`config.mk`:
```
export PLATFORM = sky130hd
export DESIGN_NAME = cfg_spi_slave
export DESIGN_NICKNAME = d
export VERILOG_FILES = /design/src/rtl/cfg_spi_pkg.sv /design/src/rtl/cfg_spi_sync.sv /design/src/rtl/cfg_spi_frame.sv /design/src/rtl/cfg_spi_regs.sv /design/src/rtl/cfg_spi_slave.sv
export SDC_FILE = /design/constraint.sdc
export NUM_CORES = 1
export LEC_CHECK = 0
export ABC_AREA = 1
export BUFFER_PORTS_ARGS = -buffer_cell sky130_fd_sc_hd__buf_4
export CAP_MARGIN = 20
export CORE_ASPECT_RATIO = 0.8
export CORE_MARGIN = 4
export CORE_UTILIZATION = 50
export DETAILED_ROUTE_END_ITERATION = 8
export GPL_TIMING_DRIVEN = 0
export PLACE_DENSITY = 0.69
export SLEW_MARGIN = 5
export SYNTH_ARGS = -nofsm -noshare
export SYNTH_HDL_FRONTEND = slang
export SYNTH_SLANG_ARGS = --single-unit
```
`constraint.sdc`:
```
create_clock -name clk_i -period 8.72 [get_ports clk_i]
set_input_delay 0.872 -clock clk_i [delete_from_list [all_inputs] [get_ports clk_i]]
set_output_delay 0.872 -clock clk_i [all_outputs]
set_load 0.02 [all_outputs]
```
`src/rtl/cfg_spi_pkg.sv`:
```
package cfg_spi_pkg;
  localparam int unsigned INSTR_W = 16;
  localparam int unsigned BYTE_W  = 8;
  localparam int unsigned ADDR_W  = 13;

  localparam logic [ADDR_W-1:0] A_PORTCFG = 13'h000;
  localparam logic [ADDR_W-1:0] A_CHIPID  = 13'h001;
  localparam logic [ADDR_W-1:0] A_PWR     = 13'h008;
  localparam logic [ADDR_W-1:0] A_DCS     = 13'h009;
  localparam logic [ADDR_W-1:0] A_FMT     = 13'h014;
  localparam logic [ADDR_W-1:0] A_XFER    = 13'h0FF;

  localparam logic [BYTE_W-1:0] D_PORTCFG = 8'h18;
  localparam logic [BYTE_W-1:0] D_PWR     = 8'h00;
  localparam logic [BYTE_W-1:0] D_DCS     = 8'h01;
  localparam logic [BYTE_W-1:0] D_FMT     = 8'h00;

  typedef enum logic [1:0] {PH_INSTR, PH_DATA, PH_DONE} phase_e;

  typedef struct packed {
    logic [BYTE_W-1:0] pwr;
    logic [BYTE_W-1:0] dcs;
    logic [BYTE_W-1:0] fmt;
  } prog_t;

  localparam prog_t PROG_DEF = '{pwr: D_PWR, dcs: D_DCS, fmt: D_FMT};

  // active copy keeps only the bits that drive outputs
  typedef struct packed {
    logic       standby;
    logic       dcs_en;
    logic [1:0] fmt;
  } act_t;

  function automatic act_t to_act(prog_t p);
    to_act = '{standby: p.pwr[0], dcs_en: p.dcs[0], fmt: p.fmt[1:0]};
  endfunction
endpackage

```
`src/rtl/cfg_spi_sync.sv`:
```
module cfg_spi_sync #(
  parameter int unsigned W       = 3,
  parameter int unsigned STAGES  = 2,
  parameter logic [W-1:0] RST_VAL = '0
) (
  input  logic         clk_i,
  input  logic         rst_ni,
  input  logic [W-1:0] d_i,
  output logic [W-1:0] q_o
);
  logic [STAGES-1:0][W-1:0] pipe_q;

  for (genvar s = 0; s < STAGES; s++) begin : g_stage
    if (s == 0) begin : g_first
      always_ff @(posedge clk_i or negedge rst_ni)
        if (!rst_ni) pipe_q[s] <= RST_VAL;
        else         pipe_q[s] <= d_i;
    end else begin : g_rest
      always_ff @(posedge clk_i or negedge rst_ni)
        if (!rst_ni) pipe_q[s] <= RST_VAL;
        else         pipe_q[s] <= pipe_q[s-1];
    end
  end

  assign q_o = pipe_q[STAGES-1];
endmodule

```
`src/rtl/cfg_spi_frame.sv`:
```
module cfg_spi_frame
  import cfg_spi_pkg::*;
(
  input  logic              clk_i,
  input  logic              rst_ni,
  input  logic              sclk_i,
  input  logic              cs_act_i,
  input  logic              sdi_i,
  input  logic              lsb_first_i,
  input  logic [BYTE_W-1:0] rd_data_i,
  output logic [ADDR_W-1:0] rd_addr_o,
  output logic              wr_en_o,
  output logic [ADDR_W-1:0] wr_addr_o,
  output logic [BYTE_W-1:0] wr_data_o,
  output logic              sdo_o,
  output logic              oe_o
);
  localparam int unsigned BIT_W = $clog2(INSTR_W);

  logic               sclk_d, sclk_rise;
  phase_e             phase_q;
  logic [BIT_W-1:0]   bit_q;
  logic [INSTR_W-1:0] ins_q, ins_nxt;
  logic               rw_q;
  logic [1:0]         wc_q, byte_q;
  logic [ADDR_W-1:0]  addr_q, addr_nxt;
  logic [BYTE_W-1:0]  rx_q, rx_nxt, tx_q;
  logic               oe_q, wr_en_q, last_byte;
  logic [ADDR_W-1:0]  wr_addr_q;
  logic [BYTE_W-1:0]  wr_data_q;

  assign sclk_rise = sclk_i & ~sclk_d;
  assign ins_nxt   = lsb_first_i ? {sdi_i, ins_q[INSTR_W-1:1]} : {ins_q[INSTR_W-2:0], sdi_i};
  assign rx_nxt    = lsb_first_i ? {sdi_i, rx_q[BYTE_W-1:1]} : {rx_q[BYTE_W-2:0], sdi_i};
  assign addr_nxt  = lsb_first_i ? addr_q + 1'b1 : addr_q - 1'b1;
  assign last_byte = (wc_q != 2'b11) && (byte_q == wc_q);
  assign rd_addr_o = (phase_q == PH_INSTR) ? ins_nxt[ADDR_W-1:0] : addr_nxt;

  always_ff @(posedge clk_i or negedge rst_ni) begin
    if (!rst_ni) begin
      sclk_d    <= 1'b0;
      phase_q   <= PH_INSTR;
      bit_q     <= '0;
      ins_q     <= '0;
      rw_q      <= 1'b0;
      wc_q      <= '0;
      byte_q    <= '0;
      addr_q    <= '0;
      rx_q      <= '0;
      tx_q      <= '0;
      oe_q      <= 1'b0;
      wr_en_q   <= 1'b0;
      wr_addr_q <= '0;
      wr_data_q <= '0;
    end else begin
      sclk_d  <= sclk_i;
      wr_en_q <= 1'b0;
      if (!cs_act_i) begin
        phase_q <= PH_INSTR;
        bit_q   <= '0;
        oe_q    <= 1'b0;
      end else if (sclk_rise) begin
        case (phase_q)
          PH_INSTR: begin
            ins_q <= ins_nxt;
            bit_q <= bit_q + 1'b1;
            if (bit_q == BIT_W'(INSTR_W-1)) begin
              rw_q    <= ins_nxt[INSTR_W-1];
              wc_q    <= ins_nxt[INSTR_W-2 -: 2];
              addr_q  <= ins_nxt[ADDR_W-1:0];
              byte_q  <= '0;
              bit_q   <= '0;
              phase_q <= PH_DATA;
              if (ins_nxt[INSTR_W-1]) begin
                tx_q <= rd_data_i;
                oe_q <= 1'b1;
              end
            end
          end
          PH_DATA: begin
            rx_q  <= rx_nxt;
            tx_q  <= lsb_first_i ? (tx_q >> 1) : (tx_q << 1);
            bit_q <= bit_q + 1'b1;
            if (bit_q == BIT_W'(BYTE_W-1)) begin
              bit_q  <= '0;
              byte_q <= byte_q + 1'b1;
              addr_q <= addr_nxt;
              if (!rw_q) begin
                wr_en_q   <= 1'b1;
                wr_addr_q <= addr_q;
                wr_data_q <= rx_nxt;
              end
              if (last_byte) begin
                phase_q <= PH_DONE;
                oe_q    <= 1'b0;
              end else if (rw_q) begin
                tx_q <= rd_data_i;
              end
            end
          end
          default: ;
        endcase
      end
    end
  end

  assign sdo_o     = lsb_first_i ? tx_q[0] : tx_q[BYTE_W-1];
  assign oe_o      = oe_q;
  assign wr_en_o   = wr_en_q;
  assign wr_addr_o = wr_addr_q;
  assign wr_data_o = wr_data_q;


  oe_vs_write_chk: assert property (@(posedge clk_i) disable iff (!rst_ni)
    wr_en_o |-> !oe_o);

  abort_oe_chk: assert property (@(posedge clk_i) disable iff (!rst_ni)
    !cs_act_i |=> !oe_o);

  oe_rise_chk: assert property (@(posedge clk_i) disable iff (!rst_ni)
    $rose(oe_o) |-> $past(phase_q) == PH_INSTR);

  done_quiet_chk: assert property (@(posedge clk_i) disable iff (!rst_ni)
    (phase_q == PH_DONE && $past(phase_q) == PH_DONE) |-> (!wr_en_o && !oe_o));
endmodule

```
`src/rtl/cfg_spi_regs.sv`:
```
module cfg_spi_regs
  import cfg_spi_pkg::*;
#(
  parameter logic [BYTE_W-1:0] CHIP_ID = 8'h36
) (
  input  logic              clk_i,
  input  logic              rst_ni,
  input  logic              wr_en_i,
  input  logic [ADDR_W-1:0] wr_addr_i,
  input  logic [BYTE_W-1:0] wr_data_i,
  input  logic [ADDR_W-1:0] rd_addr_i,
  output logic [BYTE_W-1:0] rd_data_o,
  output logic              lsb_first_o,
  output logic              dcs_en_o,
  output logic              standby_o,
  output logic [1:0]        fmt_o
);
  logic  lsb_q;
  prog_t sh_q;
  act_t  act_q;

  always_ff @(posedge clk_i or negedge rst_ni) begin
    if (!rst_ni) begin
      lsb_q <= 1'b0;
      sh_q  <= PROG_DEF;
      act_q <= to_act(PROG_DEF);
    end else if (wr_en_i) begin
      case (wr_addr_i)
        A_PORTCFG: begin
          // mirrored nibbles: either copy of a control bit counts
          if (wr_data_i[5] | wr_data_i[2]) begin
            lsb_q <= 1'b0;
            sh_q  <= PROG_DEF;
            act_q <= to_act(PROG_DEF);
          end else begin
            lsb_q <= wr_data_i[6] | wr_data_i[1];
          end
        end
        A_PWR:  sh_q.pwr <= wr_data_i;
        A_DCS:  sh_q.dcs <= wr_data_i;
        A_FMT:  sh_q.fmt <= wr_data_i;
        A_XFER: if (wr_data_i[0]) act_q <= to_act(sh_q);
        default: ;
      endcase
    end
  end

  always_comb begin
    case (rd_addr_i)
      A_PORTCFG: rd_data_o = D_PORTCFG | {1'b0, lsb_q, 4'b0000, lsb_q, 1'b0};
      A_CHIPID:  rd_data_o = CHIP_ID;
      A_PWR:     rd_data_o = sh_q.pwr;
      A_DCS:     rd_data_o = sh_q.dcs;
      A_FMT:     rd_data_o = sh_q.fmt;
      default:   rd_data_o = '0;
    endcase
  end

  assign lsb_first_o = lsb_q;
  assign dcs_en_o    = act_q.dcs_en;
  assign standby_o   = act_q.standby;
  assign fmt_o       = act_q.fmt;


  order_src_chk: assert property (@(posedge clk_i) disable iff (!rst_ni)
    !$stable(lsb_q) |-> $past(wr_en_i && wr_addr_i == A_PORTCFG));

  commit_src_chk: assert property (@(posedge clk_i) disable iff (!rst_ni)
    !$stable(act_q) |-> $past(wr_en_i && (wr_addr_i == A_XFER || wr_addr_i == A_PORTCFG)));
endmodule

```
`src/rtl/cfg_spi_slave.sv`:
```
module cfg_spi_slave
  import cfg_spi_pkg::*;
#(
  parameter int unsigned       SYNC_STAGES = 2,
  parameter logic [BYTE_W-1:0] CHIP_ID     = 8'h36
) (
  input  logic       clk_i,
  input  logic       rst_ni,
  input  logic       sclk_i,
  input  logic       csb_i,
  input  logic       sdio_i,
  output logic       sdio_o,
  output logic       sdio_oe_o,
  output logic       dcs_en_o,
  output logic       pdwn_standby_o,
  output logic [1:0] out_fmt_o
);
  logic [2:0]        pins_s;
  logic              lsb_first;
  logic [BYTE_W-1:0] rd_data;
  logic [ADDR_W-1:0] rd_addr, wr_addr;
  logic              wr_en;
  logic [BYTE_W-1:0] wr_data;

  cfg_spi_sync #(.W(3), .STAGES(SYNC_STAGES), .RST_VAL(3'b010)) u_sync (
    .clk_i  (clk_i),
    .rst_ni (rst_ni),
    .d_i    ({sclk_i, csb_i, sdio_i}),
    .q_o    (pins_s)
  );

  cfg_spi_frame u_frame (
    .clk_i       (clk_i),
    .rst_ni      (rst_ni),
    .sclk_i      (pins_s[2]),
    .cs_act_i    (~pins_s[1]),
    .sdi_i       (pins_s[0]),
    .lsb_first_i (lsb_first),
    .rd_data_i   (rd_data),
    .rd_addr_o   (rd_addr),
    .wr_en_o     (wr_en),
    .wr_addr_o   (wr_addr),
    .wr_data_o   (wr_data),
    .sdo_o       (sdio_o),
    .oe_o        (sdio_oe_o)
  );

  cfg_spi_regs #(.CHIP_ID(CHIP_ID)) u_regs (
    .clk_i       (clk_i),
    .rst_ni      (rst_ni),
    .wr_en_i     (wr_en),
    .wr_addr_i   (wr_addr),
    .wr_data_i   (wr_data),
    .rd_addr_i   (rd_addr),
    .rd_data_o   (rd_data),
    .lsb_first_o (lsb_first),
    .dcs_en_o    (dcs_en_o),
    .standby_o   (pdwn_standby_o),
    .fmt_o       (out_fmt_o)
  );
endmodule

```
==> results of run 1 <==
[per-layer routing]
layer / part of all wire (%) / global-route usage (%) / wire length (µm) / vias up
met5: 0 / 0 / 0 / -
met4: 2.0 / 8.92 / 314 / 0
met3: 6.3 / 6.13 / 1010 / 25
met2: 41 / 32.5 / 6500 / 173
met1: 51 / 34.1 / 8150 / 2695
li1: - / - / - / 2884
[cells by family (layout without fill, tap and decap cells)]
kind of cell               after synthesis  count (layout)
and+or+nand+nor                        402             402
xor gates and xnor gates                 2               2
buffers and inverters                  149             192
adders and majority gates               13              13
muxes                                    3               3
DFF                                    115             115
AOI/OAI and AO/OA                      182             182
[cell usage in the layout, fill, tap and decap left out, types with 13 or more instances in the layout]
cell / count
a21oi_1: 22
clkbuf_1: 13
clkbuf_16: 17
dfrtp_1: 111
inv_1: 122
nand2_1: 244
nand3_1: 55
nand4_1: 16
nor2_1: 47
o21ai_0: 124
[area by class of cell]
class | instances | area (µm²)
Clock buffer | 18 | 439
Multi-Input combinational cell | 602 | 3010
Inverter | 127 | 477
Tap cell | 171 | 214
Buffer | 22 | 113
Timing Repair Buffer | 11 | 106
Fill cell | 1166 | 5030
Clock inverter | 14 | 165
Sequential cell | 115 | 2880
[final timing paths]
| kind | from | to | slack [ns] | cells past startpoint |
|---|---|---|---|---|
| setup / recovery | u_regs.lsb_first_o | u_frame.tx_q[0] | 4.93 | 19 |
| hold / removal | rst_ni | u_regs.sh_q[0] | 0.31 | 1 |
| setup reg to reg | u_regs.lsb_first_o | u_frame.tx_q[0] | 4.93 | 19 |
| hold reg to reg | u_sync.pipe_q[0] | u_sync.q_o[0] | 0.35 | 0 |
| max in group asynchronous | rst_ni | u_sync.pipe_q[1] | 7.68 | 2 |
| min in group clk_i | u_sync.pipe_q[0] | u_sync.q_o[0] | 0.35 | 0 |
[registers in the layout, indices dropped and copies added (netlist names), 2 cells and up]
signal	cells
u_frame.tx_q	8
u_frame.rx_q	8
u_sync.pipe_q	3
u_regs.fmt_o	2
u_frame.ins_q	16
u_regs.sh_q	24
u_frame.bit_q	4
u_frame.wr_data_o	8
u_frame.phase_q	2
u_frame.wr_addr_o	13
u_frame.byte_q	2
u_sync.q_o	3
u_frame.wc_q	2
u_frame.addr_q	13
[where the power goes]
part           switching, mW  total [mW]  internal [mW]
clock                  0.271       0.708          0.437
combinational         0.0846       0.127         0.0421
sequential           0.00549       0.551          0.546
total                  0.361        1.39           1.02
[per-stage QoR]
| stage | power (mW) | setup WS, ns | hold slack (ns) | instance area, µm² | cells |
|---|---|---|---|---|---|
| after global placement | 0.683 | 5.00 | 0.333 | 6770 | 1047 |
| after detailed placement | 0.687 | 5.01 | 0.340 | 6800 | 1048 |
| after CTS | 1.40 | 4.99 | 0.314 | 7400 | 1080 |
| after floorplan | 0.652 | 5.87 | 0.331 | 6480 | 866 |
| after global routing | 1.44 | 4.56 | 0.318 | 7400 | 1080 |
| final | 1.39 | 4.93 | 0.311 | 7400 | 1080 |
==> results.cfg, run 1 <==
[placement]
port_buffers = 10
place_hpwl_mm = 11.9
place.gp.congestion = 0.896

[timing]
rsz0062_at_grt = no
fin_tns_setup_ns = 0
skew_ns = 0.0128
worst_slew_pin_slew_ns = 1.06
slew_viol_final = 0
setup_violations = 0
max_slew_margin_pct = 29.5
fin_crit_sh_pct = 43.5
hold_violations = 0
fmax_mhz = 264
fin_crit_ns = 3.79

[worst_hold_path]
worstHoldPathType = in2async

[route]
drtAntennaViolNets = 0
drtIter0Drc = 589
remaining_drc_errors = 0
avgRoutedWirePerCell_um = 14.8
firstDrtPassIters = 7
vias = 5777
wl_mm = 16.0
vias_per_cell = 5.35

[logic_synthesis]
synth_seq_cells = 115
yosys.area_share.xor_xnor_pct = 0.270
synth_edf_count = 0
synth_common_cells = nand2_1 (244), o21ai_0 (124), inv_1 (122)
yosysWarnings = 0
syn_inst = 866
ys_seq_area_share_pct = 44.5
synth_top_cells_by_area = dfrtp_1 (43%), nand2_1 (14%), o21ai_0 (9.6%)
syn_nets = 884
synth.mux.area_fraction_pct = 0.502
async_reset_ff_share_pct = 100
syn-cell-area_mm2 = 0.00648
synth-simple-area-share_pct = 27.5
synth_top_area_cell = dfrtp_1
synth_cell_types = 45
synthFlopType = dfrtp_1
synth_compound_area_share_pct = 15.5
yosysTopAreaCellShare_pct = 42.9
synth_top_family_by_area = simple AND/OR/NAND/NOR gates
synth.most_common_cell = nand2_1
syn_area_per_cell_um2 = 7.48
synth_fa_ha_area_share_pct = 2.63

[global_route]
overflow = 0
grt_pass1_wl_mm = 26.8
grt_max_degree = 93
grt_pass1_vias = 5292
track_usage_pct = 23.2
antenna_found_initial = 0

[final_layout]
final_layout_size_suffix_gt1_share_pct = 10.0
num_antenna_cells = 0
area_delta_synth_final_pct = 14.3
nNetsFinal = 914
fin_util_pct = 59.5

[clocking]
clockRootBuffer = clkbuf_16
tritoncts = yes
insertion_delay_ns = 0.42
path_clk_slew_ns = 0.06
ctsResizeCount = 0
clk_path_buf_depth = 2
htreeDepth = 4
postCtsSetupBuffers = 0
cts.sinks = 115
postCtsHoldBufs = 0
numCtsBuffers = 17

[floorplan]
fp.coreArea_mm2 = 0.0124
die_area_mm2 = 0.0149
rows = 36
die_y_um = 110
die_x_um = 135
initial_core_util_pct = 52.1
ioPinCount = 11

[worst_setup_path]
cp_slowest_cell = clkbuf_1
end_kind = register
path_cells = inv_2 > clkbuf_1 > ha_1 > nand2_1 > nand2_1 > inv_1 > nand2_1 > nand3_2 > nand4_1 > nand2_1 > nand2_1 > nor2_1 > nor2_1 > nor2_2 > buf_6 > nand3_1 > nand3_1 > nand3_1 > a21oi_1
critPathKind = reg2reg
crit_path_max_incr_delay_ns = 0.80
crit_arrival_ns = 4.13
startpoint_type = register
critical_path.n_buffers_inverters = 4
worstPathRequired_ns = 9.06
cp_max_fo = 20
cp_top_family = simple AND/OR/NAND/NOR gates
crit_top_cell = nand2_1

[power]
power_density_mw_per_mm2 = 187
max-vdd-ir-drop_mv = 0.166
p_leak_nw = 3.60

[status]
status = finished, final reports clean

[run]
max_cap_viol_count = 0
No activity file was read; power rests on OpenSTA's default activity.
==> inputs of run 2 (changes only) <==
Settings changed: ABC_AREA 1 to 0, PLACE_DENSITY 0.69 to 0.71.
Clock period 8.72 ns to 3 ns, I/O delays scaled along.
==> run 2 against run 1 <==
Net effect:
- the run now ends with setup timing left
- global-route usage rose by 1.4 points
- design area rose by 0.12%
- clock power rose to 2.7 times the previous value
- critical endpoint is now u_frame.tx_q[4]
==> results.cfg, run 2 <==
[clocking]
numCtsBuffers = 17
clockRootBuffer = clkbuf_16
insertion_delay_ns = 0.42
path_clk_slew_ns = 0.06
cts.sinks = 115
htreeDepth = 4
clk_path_buf_depth = 2
tritoncts = yes

[route]
vias = 5268
avgRoutedWirePerCell_um = 19.0
drtAntennaViolNets = 0
vias_per_cell = 6.11
remaining_drc_errors = 0
firstDrtPassIters = 5
wl_mm = 16.4
drtIter0Drc = 526

[worst_setup_path]
cp_top_family = compound AO/OA/AOI/OAI gates
end_kind = register
timing.rr.start = u_regs.lsb_first_o
r2r_slack_ns = -0.22
critPathKind = reg2reg
critical_path.n_buffers_inverters = 4
cp_slowest_cell = dfrtp_2
crit_path_max_incr_delay_ns = 0.39
worstSetupStartpoint = u_regs.lsb_first_o
reg2reg_depth = 13
crit_arrival_ns = 3.48
cp_max_fo = 8
worstPathRequired_ns = 3.26
crit_top_cell = o21ai_2
path_cells = buf_12 > clkinvlp_4 > ha_4 > buf_4 > a21oi_1 > o21a_1 > o21ai_2 > o311a_1 > buf_6 > o211ai_4 > o21ai_2 > a211oi_2 > a2111oi_2
startpoint_type = register
r2r_end = u_frame.tx_q[4]

[timing]
worst_slew_pin_slew_ns = 1.12
slew_viol_final = 0
fmax_mhz = 311
max_slew_margin_pct = 24.8
fin_crit_sh_pct = 107
rsz0062_at_grt = yes
fin_crit_ns = 3.22
setup_slack_ns = -0.220
skew_ns = 0.00942
setup_violations = 9
hold_violations = 0
fin_tns_setup_ns = -1.50
hold_slack_ns = 0.346

[logic_synthesis]
async_reset_ff_share_pct = 100
synth_top_area_cell = dfrtp_1
synth_seq_cells = 115
syn_inst = 649
synth_cell_types = 64
syn-cell-area_mm2 = 0.00603
synth_common_cells = dfrtp_1 (111), nand2_1 (111), nor2_1 (67)
syn_area_per_cell_um2 = 9.28
syn_nets = 667
synth_edf_count = 0
synthFlopType = dfrtp_1
ys_seq_area_share_pct = 47.8
synth_top_cells_by_area = dfrtp_1 (46%), nand2_1 (6.9%), mux2i_1 (5.3%)
yosysTopAreaCellShare_pct = 46.1
yosysWarnings = 0

[global_route]
grt_pass1_wl_mm = 26.7
track_usage_pct = 24.6
grt_pass1_vias = 5147
grt_max_degree = 116
overflow = 0
antenna_found_initial = 0

[run]
max_cap_viol_count = 0

[final_layout]
largest_register = u_regs.sh_q
num_antenna_cells = 0
area_delta_synth_final_pct = 23.0
final_layout_size_suffix_gt1_share_pct = 19.0
final_cell_mix = nand2_1 (111), dfrtp_1 (110), nor2_1 (63)
largest_reg_flops = 24
reg_top3 = u_regs.sh_q: 24 flops, u_frame.ins_q: 16 flops
final_common_cell = nand2_1
nFillCells = 905
nNetsFinal = 720

[power]
max-vdd-ir-drop_mv = 0.564
power_density_mw_per_mm2 = 738
p_leak_nw = 3.11

[floorplan]
die_y_um = 106
rows = 35
die_area_mm2 = 0.0139
ioPinCount = 11
die_x_um = 131
initial_core_util_pct = 51.7
fp.coreArea_mm2 = 0.0116

[status]
violations = setup timing
status = finished, violations left

[worst_hold_path]
min_to = u_sync.q_o[0]
worstHoldPathType = reg2reg
holdPathStages = 0
hold_path.startpoint = u_sync.pipe_q[0]

[placement]
place.gp.congestion = 0.898
place_hpwl_mm = 10.9
place_ws_ns = -1.01
port_buffers = 10
-- run 2: cell types whose count changed in the layout (fill, tap and decap cells not counted), sizes merged, moves of 11 or more --
| cell | previous run | this run |
|---|---|---|
| nand2 | 250 | 111 |
| inv | 134 | 19 |
| o21ai | 132 | 63 |
| nand3 | 60 | 13 |
| mux2i | 1 | 32 |
| a21oi | 22 | 48 |
| buf | 20 | 43 |
| a22o | 0 | 15 |
| nand4 | 16 | 3 |
| nor2 | 56 | 67 |
-- run 2: kinds of logic after synthesis --
| logic type | Yosys count | share of synthesized area [%] |
|---|---|---|
| adders and majority gates | 13 | 2.82 |
| xor gates and xnor gates | 13 | 1.89 |
| buffers and inverters | 44 | 2.89 |
| DFF | 115 | 47.8 |
| and+or+nand+nor | 245 | 18.8 |
| muxes | 37 | 6.25 |
| AOI/OAI and AO/OA | 182 | 19.5 |
-- run 2: layout make-up --
| cell class | count | area [µm²] | area share, % |
|---|---|---|---|
| Multi-Input combinational cell | 490 | 3270 | 44.1 |
| Sequential cell | 115 | 2880 | 38.9 |
| Clock buffer | 17 | 425 | 5.74 |
| Timing Repair Buffer | 38 | 342 | 4.61 |
| Tap cell | 148 | 185 | 2.50 |
| Clock inverter | 14 | 129 | 1.74 |
| Buffer | 25 | 120 | 1.62 |
| Inverter | 15 | 60.1 | 0.810 |
-- run 2: per-stage QoR --
step	total power [mW]	cell area (µm²)	instances	utilization, %
after floorplan	2.86	6090	649	-
after global placement	3.15	6350	807	54.5
after detailed placement	3.18	6350	807	54.6
after CTS	5.29	7210	855	61.9
after global routing	5.72	7410	862	63.6
final	5.47	7410	862	63.6
-- run 2: power breakdown --
group | switching, mW | total, mW | internal (mW)
Combinational | 0.925 | 1.66 | 0.734
Clock | 0.780 | 1.92 | 1.14
Sequential | 0.178 | 1.89 | 1.71
-- run 2: how the worst max path moves through the flow --
stage	to	cells after the start	slack, ns
floorplan	u_frame.tx_q[6]	12	-0.12
global placement	u_frame.tx_q[0]	12	-0.93
detailed placement	u_frame.tx_q[0]	12	-1.01
CTS	u_frame.tx_q[1]	12	-0.15
global route	u_frame.tx_q[7]	14	-0.32
finish	u_frame.tx_q[4]	13	-0.22
-- run 2: timing repair --
action                     4_1_cts  5_1_grt
setup buffers                   18        5
hold buffers                     3        1
setup endpoints to repair       13       10
hold endpoints to repair         3       42
cloned                           0        0
resized for setup               27       27
pin swaps                       23       23
-- run 2: routing by layer --
metal | wire (µm) | global-route usage (%)
met1 | 7620 | 35.2
met2 | 7270 | 35.9
met3 | 1140 | 7.43
met4 | 391 | 7.34
met5 | 0 | 0
